[config.mk]
export PLATFORM = sky130hd
export DESIGN_NAME = amap_top
export DESIGN_NICKNAME = d
export VERILOG_FILES = /design/src/rtl/amap_pkg.sv /design/src/rtl/amap_cfg.sv /design/src/rtl/amap_policy.sv /design/src/rtl/amap_decode.sv /design/src/rtl/amap_top.sv
export SDC_FILE = /design/constraint.sdc
export NUM_CORES = 1
export LEC_CHECK = 0
export BUFFER_PORTS_ARGS = -buffer_cell sky130_fd_sc_hd__buf_2
export CELL_PAD_IN_SITES_DETAIL_PLACEMENT = 0
export CELL_PAD_IN_SITES_GLOBAL_PLACEMENT = 1
export CORE_UTILIZATION = 36
export CTS_BUF_LIST = sky130_fd_sc_hd__clkbuf_8
export DETAILED_ROUTE_END_ITERATION = 12
export PLACE_DENSITY_LB_ADDON = 0.3
export SLEW_MARGIN = 20
export SYNTH_ARGS = -nofsm -noshare
export SYNTH_HDL_FRONTEND = slang
export SYNTH_SLANG_ARGS = --single-unit
[constraint.sdc]
create_clock -name clk -period 4.22 [get_ports clk]
set_input_delay 0.422 -clock clk [delete_from_list [all_inputs] [get_ports clk]]
set_output_delay 0.422 -clock clk [all_outputs]
set_load 0.01 [all_outputs]
[src/rtl/amap_pkg.sv]
package amap_pkg;

  localparam int MODE_W = 2;

  // Per-window routing policy codes
  typedef enum logic [MODE_W-1:0] {
    MODE_SLOW = 2'd0,  // writes mirrored, reads from host
    MODE_FRD  = 2'd1,  // writes mirrored, reads from fast RAM
    MODE_FRW  = 2'd2,  // fast RAM only (window 0)
    MODE_RSV  = 2'd3   // treated as fast read
  } rmode_t;

  typedef struct packed {
    logic fram_rd;
    logic fram_wr;
    logic host_rd;
    logic host_wr;
    logic reg_rd;
    logic reg_wr;
  } route_t;

endpackage

[src/rtl/amap_cfg.sv]
module amap_cfg
  import amap_pkg::*;
#(
  parameter int DATA_W     = 8,
  parameter int REGION_CNT = 4
) (
  input  logic                         clk,
  input  logic                         rst,
  input  logic                         gate_wr,
  input  logic                         mode_wr,
  input  logic                         opt_wr,
  input  logic [DATA_W-1:0]            wdata,
  output logic                         regs_on,
  output logic [REGION_CNT*MODE_W-1:0] mode_raw,
  output logic                         wrap_on,
  output logic                         cart_on
);

  localparam int MODE_BITS = REGION_CNT * MODE_W;
  localparam logic [DATA_W-1:0] UNLOCK = DATA_W'(1);

  logic [MODE_BITS-1:0] mode_q;
  logic                 gate_q;
  logic [1:0]           opt_q;

  always_ff @(posedge clk) begin
    if (rst) begin
      gate_q <= 1'b0;
      mode_q <= '0;
      opt_q  <= '0;
    end else begin
      if (gate_wr) gate_q <= (wdata == UNLOCK);
      if (mode_wr) mode_q <= wdata[MODE_BITS-1:0];
      if (opt_wr)  opt_q  <= wdata[1:0];
    end
  end

  assign regs_on  = gate_q;
  assign mode_raw = mode_q;
  assign wrap_on  = opt_q[0];
  assign cart_on  = opt_q[1];

endmodule

[src/rtl/amap_policy.sv]
module amap_policy
  import amap_pkg::*;
#(
  parameter int REGION_CNT  = 4,
  parameter int CART_REGION = 2
) (
  input  logic [REGION_CNT*MODE_W-1:0] mode_raw,
  input  logic                         cart_on,
  output logic [REGION_CNT*MODE_W-1:0] eff_mode
);

  for (genvar g = 0; g < REGION_CNT; g++) begin : g_win
    logic [MODE_W-1:0] raw;
    logic [MODE_W-1:0] eff;

    assign raw = mode_raw[g*MODE_W +: MODE_W];

    always_comb begin
      if (cart_on && (g == CART_REGION)) begin
        eff = MODE_SLOW;
      end else if (raw == MODE_RSV) begin
        eff = MODE_FRD;
      end else if ((raw == MODE_FRW) && (g != 0)) begin
        eff = MODE_FRD;
      end else begin
        eff = raw;
      end
    end

    assign eff_mode[g*MODE_W +: MODE_W] = eff;
  end

endmodule

[src/rtl/amap_decode.sv]
module amap_decode
  import amap_pkg::*;
#(
  parameter int          ADDR_W     = 24,
  parameter int          LOW_W      = 16,
  parameter int          REGION_CNT = 4,
  parameter logic [7:0]  IO_PAGE    = 8'hD1,
  parameter logic [7:0]  GATE_LO    = 8'hFF,
  parameter logic [7:0]  HOSTIO_LO  = 8'hD0,
  parameter logic [7:0]  HOSTIO_HI  = 8'hD7,
  parameter int          WRAP_BANK  = 1
) (
  input  logic                         valid,
  input  logic                         rd,
  input  logic                         emu,
  input  logic [ADDR_W-1:0]            addr,
  input  logic [REGION_CNT*MODE_W-1:0] eff_mode,
  input  logic                         regs_on,
  input  logic                         wrap_on,
  output route_t                       route,
  output logic [ADDR_W-1:0]            eff_addr
);

  localparam int BANK_W = ADDR_W - LOW_W;
  localparam int RIDX_W = $clog2(REGION_CNT);
  localparam logic [BANK_W-1:0] WRAP_B = BANK_W'(WRAP_BANK);

  logic [BANK_W-1:0] bank;
  logic [7:0]        page;
  logic              bank0, wrap_hit, in_low, io_page, reg_hit, host_io;
  logic [RIDX_W-1:0] ridx;
  logic [MODE_W-1:0] wmode;

  assign bank     = addr[ADDR_W-1:LOW_W];
  assign page     = addr[LOW_W-1:LOW_W-8];
  assign bank0    = (bank == '0);
  assign wrap_hit = wrap_on && emu && (bank == WRAP_B) && (page == 8'h00);
  assign in_low   = bank0 || wrap_hit;
  assign eff_addr = wrap_hit ? {{(ADDR_W-8){1'b0}}, addr[7:0]} : addr;

  assign io_page  = bank0 && (page == IO_PAGE);
  assign reg_hit  = io_page && (regs_on || (addr[7:0] == GATE_LO));
  assign host_io  = bank0 && (page >= HOSTIO_LO) && (page <= HOSTIO_HI);

  assign ridx     = eff_addr[LOW_W-1 -: RIDX_W];
  assign wmode    = eff_mode[ridx*MODE_W +: MODE_W];

  always_comb begin
    route = '0;
    if (valid) begin
      if (reg_hit) begin
        route.reg_rd = rd;
        route.reg_wr = !rd;
      end else if (!in_low) begin
        route.fram_rd = rd;
        route.fram_wr = !rd;
      end else if (host_io) begin
        route.host_rd = rd;
        route.host_wr = !rd;
      end else begin
        unique case (wmode)
          MODE_FRW: begin
            route.fram_rd = rd;
            route.fram_wr = !rd;
          end
          MODE_FRD: begin
            route.fram_rd = rd;
            route.fram_wr = !rd;
            route.host_wr = !rd;
          end
          default: begin
            route.host_rd = rd;
            route.fram_wr = !rd;
            route.host_wr = !rd;
          end
        endcase
      end
    end
  end

endmodule

[src/rtl/amap_top.sv]
module amap_top
  import amap_pkg::*;
#(
  parameter int         ADDR_W      = 24,
  parameter int         DATA_W      = 8,
  parameter int         LOW_W       = 16,
  parameter int         REGION_CNT  = 4,
  parameter int         CART_REGION = 2,
  parameter logic [7:0] IO_PAGE     = 8'hD1,
  parameter logic [7:0] GATE_LO     = 8'hFF,
  parameter logic [7:0] MODE_LO     = 8'hF0,
  parameter logic [7:0] OPT_LO      = 8'hF1,
  parameter logic [7:0] HOSTIO_LO   = 8'hD0,
  parameter logic [7:0] HOSTIO_HI   = 8'hD7,
  parameter int         WRAP_BANK   = 1
) (
  input  logic              clk,
  input  logic              rst,
  input  logic              cpu_valid,
  input  logic              cpu_rd,
  input  logic              cpu_emu,
  input  logic [ADDR_W-1:0] cpu_addr,
  input  logic [DATA_W-1:0] cpu_wdata,
  output logic              fram_rd,
  output logic              fram_wr,
  output logic [ADDR_W-1:0] fram_addr,
  output logic              host_rd,
  output logic              host_wr,
  output logic [LOW_W-1:0]  host_addr,
  output logic              reg_rd,
  output logic              reg_wr,
  output logic [7:0]        reg_idx,
  output logic [DATA_W-1:0] out_wdata
);

  localparam int MODE_BITS = REGION_CNT * MODE_W;

  logic [MODE_BITS-1:0] mode_raw, eff_mode;
  logic                 regs_on, wrap_on, cart_on;
  logic                 gate_wr, mode_wr, opt_wr;
  route_t               route_d, route_q;
  logic [ADDR_W-1:0]    eff_addr;

  assign gate_wr = route_d.reg_wr && (cpu_addr[7:0] == GATE_LO);
  assign mode_wr = route_d.reg_wr && (cpu_addr[7:0] == MODE_LO);
  assign opt_wr  = route_d.reg_wr && (cpu_addr[7:0] == OPT_LO);

  amap_cfg #(
    .DATA_W(DATA_W), .REGION_CNT(REGION_CNT)
  ) u_cfg (
    .clk(clk), .rst(rst),
    .gate_wr(gate_wr), .mode_wr(mode_wr), .opt_wr(opt_wr),
    .wdata(cpu_wdata),
    .regs_on(regs_on), .mode_raw(mode_raw),
    .wrap_on(wrap_on), .cart_on(cart_on)
  );

  amap_policy #(
    .REGION_CNT(REGION_CNT), .CART_REGION(CART_REGION)
  ) u_policy (
    .mode_raw(mode_raw), .cart_on(cart_on), .eff_mode(eff_mode)
  );

  amap_decode #(
    .ADDR_W(ADDR_W), .LOW_W(LOW_W), .REGION_CNT(REGION_CNT),
    .IO_PAGE(IO_PAGE), .GATE_LO(GATE_LO),
    .HOSTIO_LO(HOSTIO_LO), .HOSTIO_HI(HOSTIO_HI), .WRAP_BANK(WRAP_BANK)
  ) u_decode (
    .valid(cpu_valid), .rd(cpu_rd), .emu(cpu_emu), .addr(cpu_addr),
    .eff_mode(eff_mode), .regs_on(regs_on), .wrap_on(wrap_on),
    .route(route_d), .eff_addr(eff_addr)
  );

  always_ff @(posedge clk) begin
    if (rst) begin
      route_q   <= '0;
      fram_addr <= '0;
      host_addr <= '0;
      reg_idx   <= '0;
      out_wdata <= '0;
    end else begin
      route_q   <= route_d;
      fram_addr <= eff_addr;
      host_addr <= eff_addr[LOW_W-1:0];
      reg_idx   <= cpu_addr[7:0];
      out_wdata <= cpu_wdata;
    end
  end

  assign fram_rd = route_q.fram_rd;
  assign fram_wr = route_q.fram_wr;
  assign host_rd = route_q.host_rd;
  assign host_wr = route_q.host_wr;
  assign reg_rd  = route_q.reg_rd;
  assign reg_wr  = route_q.reg_wr;

endmodule

==> results of run 1 <==
==> critical path, cell delays in order <==
cell and delay [ps]:
buf_2 100, nor4_1 480, nand4_1 390, nor4b_4 680
mux2_2 400
==> area by class of cell <==
type                    instances  area [µm²]  area share, %
clock buffers                   6        82.6           3.43
clock inverters                 2        37.5           1.56
inverters                       3        11.3          0.467
multi-input cells             104         719           29.9
flip-flops and latches         49         981           40.7
well taps                      70        87.6           3.63
repair buffers                 98         490           20.4
==> layer usage <==
layer	share of wire (%)	vias to the layer above	GRT usage (%)
met3	7.3	5	4.28
met1	46	653	16.2
met4	0.78	0	3.77
li1	-	748	-
met2	46	58	21.6
met5	0	-	0
==> power breakdown <==
| group | switching (µW) | internal, µW |
|---|---|---|
| logic | 49.4 | 42.9 |
| clock network | 144 | 193 |
| registers | 5.50 | 479 |
| total | 199 | 714 |
==> per-stage QoR <==
step | total power [µW] | utilization (%)
5_1_grt | 959 | 47.2
3_5_place_dp | 589 | 44.8
2_1_floorplan | 553 | -
6_report | 914 | 47.2
3_3_place_gp | 590 | 44.8
4_1_cts | 926 | 47.2
==> sequential cells by signal, indices dropped and copies added (netlist names), 2 cells and up <==
signal and count:
u_cfg.opt_q 2, reg_idx 7, fram_addr 17, out_wdata 8, u_cfg.mode_raw 8
==> logic make-up after synthesis <==
group,count (synthesis),share of synthesized area [%]
simple gates,82,27.2
fa+ha+maj,1,0.655
buf+inv,32,11.0
mux,11,6.16
flops,49,51.3
compound gates,10,3.60
==> placed cells by master, fill, tap and decap left out, drive strengths merged <==
master,n
nand4,3
or4,2
nor2b,32
mux2i,5
mux2,6
a211oi,1
nor4bb,2
and4,1
nor4b,4
nor2,8
dfxtp,49
or3,1
inv,3
nor3,6
nor4,3
buf,98
or2,2
a21boi,1
ha,1
and2,4
o31ai,1
nand2,2
clkinvlp,1
or3b,1
nand2b,8
o21bai,1
clkbuf,6
a41oi,1
o211a,1
o21ai,2
nand3,3
bufinv,1
a21oi,2
==> worst paths after layout <==
kind	endpoint	from	slack, ps	cells after the start
worst min-delay path	fram_addr[19]	cpu_addr[19]	350	2
worst max-delay path	u_cfg.mode_raw[3]	cpu_addr[22]	1930	5
worst max register to register	u_cfg.mode_raw[3]	u_cfg.regs_on	2650	3
worst min register to register	u_cfg.regs_on	u_cfg.regs_on	480	2
==> results.yml, run 1 <==
run:
  drv_cap: 0
route:
  ant_nets: 0
  routed_wl_mm: 3.57
  vias_per_cell: 4.41
  vias: 1464
  drt_iter0_markers: 40
  dr.pass1.iters: 4
  drc: 0
  wire_per_inst_um: 10.7
sta:
  tns_ps: 0
  min_period_ps: 2290
  tightest_slew_ps: 746
  layout_setup_ws_ps: 1930
  fin_crit_sh_pct: 54.2
  hold_ws_ps: 351
  setup_viol: 0
  timing.fmax_mhz: 437
  hold_viol: 0
  drv_slew: 0
  slew_headroom_pct: 50.2
  rsz0062_at_grt: "false"
  clock_skew_ps: 5.14
clocking:
  htree_num_levels: 2
  cts_resized: 0
  cts_tree: "built"
  ctsLongestPathBuffers: 2
  cts_buffers: 5
  cts_root_buffer: "clkbuf_8"
  post_cts_buffers: 0
  clkTransAtPathRegs_ps: 80
  cts_hold_buf: 0
  clock_sinks: 49
  clk_latency_ps: 290
logic_synthesis:
  syn_nets: 223
  synth_common_cells: "dfxtp_1 (49), nor2b_1 (32), buf_4 (24)"
  synth_cells: 185
  synth.distinct_cells: 33
  synthTopCellsByArea: "dfxtp_1 (51%), nor2b_1 (10%), buf_4 (9.4%)"
  yosysTopAreaCellShare_pct: 51.3
  netlist_area_um2: 1910
  yosys_warnings: 0
  synth-async-reset-ratio_pct: 0
  yosysTopAreaCell: "dfxtp_1"
  yosysMostFrequentCell: "dfxtp_1"
  yosysSeqAreaShare_pct: 51.3
  synth_edf_count: 0
  syn_area_per_cell_um2: 10.3
  ys.flop_type: "dfxtp_1"
  ys_seq_elements: 49
grt:
  grt_pass1_wl_mm: 5.63
  grt_overflow: 0
  antenna_found_initial: 0
  grt_pass1_vias: 1293
  grt_usage_pct: 13.0
  grt_max_degree: 47
die:
  start_util_pct: 37.4
  num_rows: 26
  die_x_um: 74.9
  dieArea_um2: 5600
  ios: 99
  die_y_um: 74.9
  core-area_um2: 5110
critical_path:
  crit_required_ps: 4400
  path_class: "in2reg"
  cp_max_fo: 8
  start_kind: "primary input"
  crit_arrival_ps: 2470
  critPathCaptureType: "flop"
place:
  io_buffers: 98
  dp_cells: 324
  placed_cell_area_um2: 2290
  place_worst_setup_slack_ps: 1570
  place.gp.congestion: 0.664
  dp_hpwl_mm: 2.75
cells_and_area:
  final_nets: 299
  area_growth_pct: 26.1
  drive_gt1_share_pct: 44.7
  nFillCells: 511
  stdcell_area_um2: 2410
  finalNonFillerCells: 332
  diodes: 0
min_path:
  hold_class: "in2reg"
power_and_ir_drop:
  power_density_nw_per_um2: 379
  vdd.ir_drop.worst_v: 0.000178
  leakagePower_uw: 0.00116
run_status:
  status: "finished, final reports clean"
(Power assumes the default switching activity.)
==> run 2: changes to the inputs <==
CORE_UTILIZATION = 34   (was 36)
clock period = 2.2 ns   (was 4.22 ns; I/O delays follow)
==> run 2 against run 1 <==
Against the previous run: via count is 2.5% higher; first-iteration DRC count grew 38%; flip-flop and latch count stayed put; clock skew grew 1.6 ps; core utilization decreased by 0.77 points; register-to-register slack got worse by 2000 ps; combinational power rose by 98%.
==> results.yml, run 2 (same netlist as run 1, synthesis figures left out) <==
run_status:
  status: "finished, final reports clean"
place:
  dp_hpwl_mm: 2.99
  io_buffers: 98
  dp_cells: 330
  place.gp.congestion: 0.670
critical_path:
  cp_max_fo: 8
  rr_startpoint: "u_cfg.mode_raw[4]"
  start_kind: "primary input"
  crit_path_start: "cpu_addr[1]"
  path_class: "in2reg"
  crit_required_ps: 2390
  crit_arrival_ps: 1980
  critPathCaptureType: "flop"
die:
  dieArea_um2: 5920
  die_x_um: 77.0
  ios: 99
  core-area_um2: 5270
  start_util_pct: 36.3
  die_y_um: 77.0
  num_rows: 26
cells_and_area:
  diodes: 0
  largest-register: "fram_addr"
  nFillCells: 539
  layout_commonest_cell: "buf_2"
  finalNonFillerCells: 338
  final_nets: 305
  final_cell_mix: "buf_2 (98), dfxtp_1 (49), nor2b_1 (32)"
  drive_gt1_share_pct: 45.5
  area_growth_pct: 28.0
  largest_register_ff_count: 17
grt:
  grt_overflow: 0
  use_met1_pct: 16.6
  grt-busiest-layer: "met2"
  grt_pass1_vias: 1410
  antenna_found_initial: 0
  grt_usage_pct: 14.1
  grt_pass1_wl_mm: 6.58
  met3_usage_pct: 3.93
  met2_usage_pct: 23.7
  grt_max_degree: 47
min_path:
  hold_class: "in2reg"
  hp-start: "cpu_addr[23]"
route:
  wire_per_inst_um: 11.7
  vias: 1501
  ant_nets: 0
  drc: 0
  drt_iter0_markers: 55
  dr.pass1.iters: 4
  routed_wl_mm: 3.96
  vias_per_cell: 4.44
run:
  drv_cap: 0
clocking:
  cts_resized: 0
  cts_buffers: 5
  htree_num_levels: 2
  cts_root_buffer: "clkbuf_8"
  post_cts_buffers: 0
  clock_sinks: 49
  cts_hold_buf: 0
  clk_latency_ps: 300
  ctsLongestPathBuffers: 2
  clkTransAtPathRegs_ps: 90
  cts_tree: "built"
sta:
  rsz0062_at_grt: "false"
  setup_viol: 0
  tns_ps: 0
  tightest_slew_ps: 779
  timing.fmax_mhz: 559
  fin_crit_sh_pct: 81.4
  hold_ws_ps: 143
  clock_skew_ps: 6.73
  min_period_ps: 1790
  slew_headroom_pct: 48.1
  drv_slew: 0
  hold_viol: 0
power_and_ir_drop:
  vdd.ir_drop.worst_v: 0.000255
  leakagePower_uw: 0.00119
  power_density_nw_per_um2: 708
[run 2: worst paths after layout]
path | end | slack, ps | cells after the start
setup / recovery | u_cfg.mode_raw[6] | 410 | 6
hold reg to reg | u_cfg.mode_raw[1] | 480 | 2
setup reg to reg | host_rd | 700 | 7
hold / removal | fram_addr[23] | 140 | 2
[run 2: cell type report]
class                      instances  area, µm²  share of cell area [%]
clock buffer                       5       68.8                    2.81
clock inverter                     3       42.5                    1.74
inverter                           3       11.3                   0.460
multi-input combinational        104        719                    29.4
sequential                        49        981                    40.1
tap                               70       87.6                    3.58
timing repair buffer             104        536                    21.9
[run 2: metrics by stage]
step                util (%)  total power, µW  setup WS, ps  instance area (µm²)
finish                  46.4             1730           410                 2450
global route            46.4             1820           392                 2450
CTS                     46.4             1760           405                 2450
detailed placement      44.3             1140          96.1                 2330
global placement        44.3             1140           109                 2330
floorplan                  -             1060           173                 1910
[run 2: layer usage]
metal,part of all wire [%],vias to the layer above
li1,-,761
met1,44,678
met2,49,54
met3,5.7,8
met4,1.6,0
met5,0,-
[run 2: critical path: stages]
cell     delay (ps)
buf_2           110
or3_1           380
or4_4           500
nor4b_4         210
buf_4           210
mux2_2          350
[run 2: report_power, final]
part           total (µW)  internal (µW)  switching, µW
Clock                 620            337            284
Combinational         183           85.2           97.8
Sequential            929            919           10.6
==> run 3: changes to the inputs <==
clock period = 1.7 ns   (was 2.2 ns; I/O delays follow)
==> run 3 against run 2 <==
Against the previous run: sequential share of layout area is 2.3 points lower; total power is 34% higher; die area stayed put; core utilization is 2.8 points higher; sequential power is 29% higher; critical path depth stayed put; count of clock-buffer cells in the layout stayed put; worst setup slack worse by 380 ps; wire length is 1.1% higher; via count is 3.0% higher; global-route usage hardly changed; critical path type unchanged.
==> results.yml, run 3 (same netlist as run 1, synthesis figures left out) <==
run_status:
  status: "finished, final reports clean"
grt:
  antenna_found_initial: 0
  grt_usage_pct: 14.1
  grt_pass1_vias: 1431
  grt_max_degree: 39
  grt_pass1_wl_mm: 6.58
  grt_overflow: 0
cells_and_area:
  nFillCells: 556
  multiInputGateArea_um2: 724
  final_nets: 323
  largest_register_ff_count: 17
  seqCellArea_um2: 981
  largest-register: "fram_addr"
  finalNonFillerCells: 356
  layout_commonest_cell: "buf_2"
  diodes: 0
  post-route-util_pct: 49.2
  final_cell_mix: "buf_2 (98), dfxtp_1 (49), nor2b_1 (32)"
  drive_gt1_share_pct: 49.7
  area_growth_pct: 35.8
route:
  wire_per_inst_um: 11.2
  vias: 1546
  drt_iter0_markers: 50
  drc: 0
  dr.pass1.iters: 4
  routed_wl_mm: 4.00
  ant_nets: 0
  vias_per_cell: 4.34
critical_path:
  cp_max_fo: 7
  cpMaxStageDelayCell: "or4_4"
  crit_family: "simple AND/OR/NAND/NOR gates"
  worst-path-buf-inv: 2
  slowest_delay_ps: 500
  crit_chain: "buf_2 > or3_4 > or4_4 > nor4b_4 > buf_6 > mux2_2"
  critPathCaptureType: "flop"
  start_kind: "primary input"
  crit_arrival_ps: 1880
  path_class: "in2reg"
  crit_required_ps: 1910
sta:
  setup_viol: 0
  rsz0062_at_grt: "false"
  min_period_ps: 1670
  drv_slew: 0
  fin_crit_sh_pct: 98.2
  hold_viol: 0
  slew_headroom_pct: 56.7
  tightest_slew_ps: 650
  timing.fmax_mhz: 599
  clock_skew_ps: 13.6
  layout_setup_ws_ps: 31.4
  tns_ps: 0
power_and_ir_drop:
  power_density_nw_per_um2: 896
  p_int_uw: 1770
  power_frac_comb_pct: 11.1
  switchingPower_uw: 557
  sw_frac_of_total_pct: 24.0
  seqPwrFrac_pct: 51.7
  p_total_uw: 2330
  leakagePower_uw: 0.00128
  vdd.ir_drop.worst_v: 0.000352
  clkPwrFrac_pct: 37.1
clocking:
  clock_sinks: 49
  ctsLongestPathBuffers: 2
  cts_buffers: 5
  cts_tree: "built"
  post_cts_buffers: 0
  clk_latency_ps: 310
  cts_root_buffer: "clkbuf_8"
  htree_num_levels: 2
  clkTransAtPathRegs_ps: 100
die:
  core-area_um2: 5270
  num_rows: 26
  ios: 99
  die_x_um: 77.0
  start_util_pct: 36.3
  die_y_um: 77.0
  dieArea_um2: 5920
place:
  dp_cells: 348
  io_buffers: 98
  place.gp.congestion: 0.674
  place_worst_setup_slack_ps: -334
  dp_hpwl_mm: 3.11
min_path:
  hold_class: "in2reg"
run:
  drv_cap: 0
-- run 3: changes by cell type in the layout (fill, tap and decap cells not counted) --
cell,before,now
inv_6,0,2
clkinv_4,1,0
inv_1,4,3
buf_6,0,1
buf_4,6,23
or3_1,1,0
or3_4,0,1
-- run 3: worst register-to-register path, stage by stage, from the launching register on --
cell     delay [ps]
dfxtp_1         340
nor2_1           50
o31ai_1         230
a21oi_1         110
ha_1            290
nand3_1          70
a21oi_1         200
o211a_1         160
-- run 3: final timing paths --
path                startpoint                end  slack, ps  depth (start not counted)
max reg2reg  u_cfg.mode_raw[5]            host_rd        190                          7
min reg2reg  u_cfg.mode_raw[1]  u_cfg.mode_raw[1]        480                          2
max                cpu_addr[1]  u_cfg.mode_raw[4]         30                          6
min                cpu_addr[6]         reg_idx[6]         90                          2
-- run 3: metal layers --
| layer | GRT usage [%] | vias up | share of wire (%) |
|---|---|---|---|
| met5 | 0 | - | 0 |
| met4 | 5.19 | 0 | 1.4 |
| met3 | 4.40 | 6 | 6.6 |
| met2 | 22.2 | 55 | 47 |
| met1 | 17.8 | 689 | 45 |
| li1 | - | 796 | - |
-- run 3: power groups by stage --
stage / clock [µW] / combinational (µW) / sequential (µW)
3_5_place_dp: 0 / 261 / 1230
2_1_floorplan: 0 / 117 / 1260
3_3_place_gp: 0 / 263 / 1230
4_1_cts: 888 / 262 / 1200
5_1_grt: 944 / 285 / 1210
6_report: 863 / 259 / 1200
-- run 3: final cells by class --
type	count	share of cell area (%)
sequential	49	37.8
clock buffer	5	2.65
timing repair buffer	122	26.0
multi-input combinational	104	27.9
inverter	3	0.434
clock inverter	3	1.83
tap	70	3.38
-- run 3: what timing repair did --
item | 4_1_cts | 5_1_grt
gates resized for setup | 0 | 2
hold buffers | 0 | 0
endpoints found under the setup margin | 0 | 6
-- run 3: metrics by stage --
stage | hold slack [ps] | cell area, µm²
2_1_floorplan | 292 | 1910
3_3_place_gp | 403 | 2470
3_5_place_dp | 404 | 2470
4_1_cts | 76.6 | 2590
5_1_grt | 87.6 | 2590
6_report | 86.5 | 2590
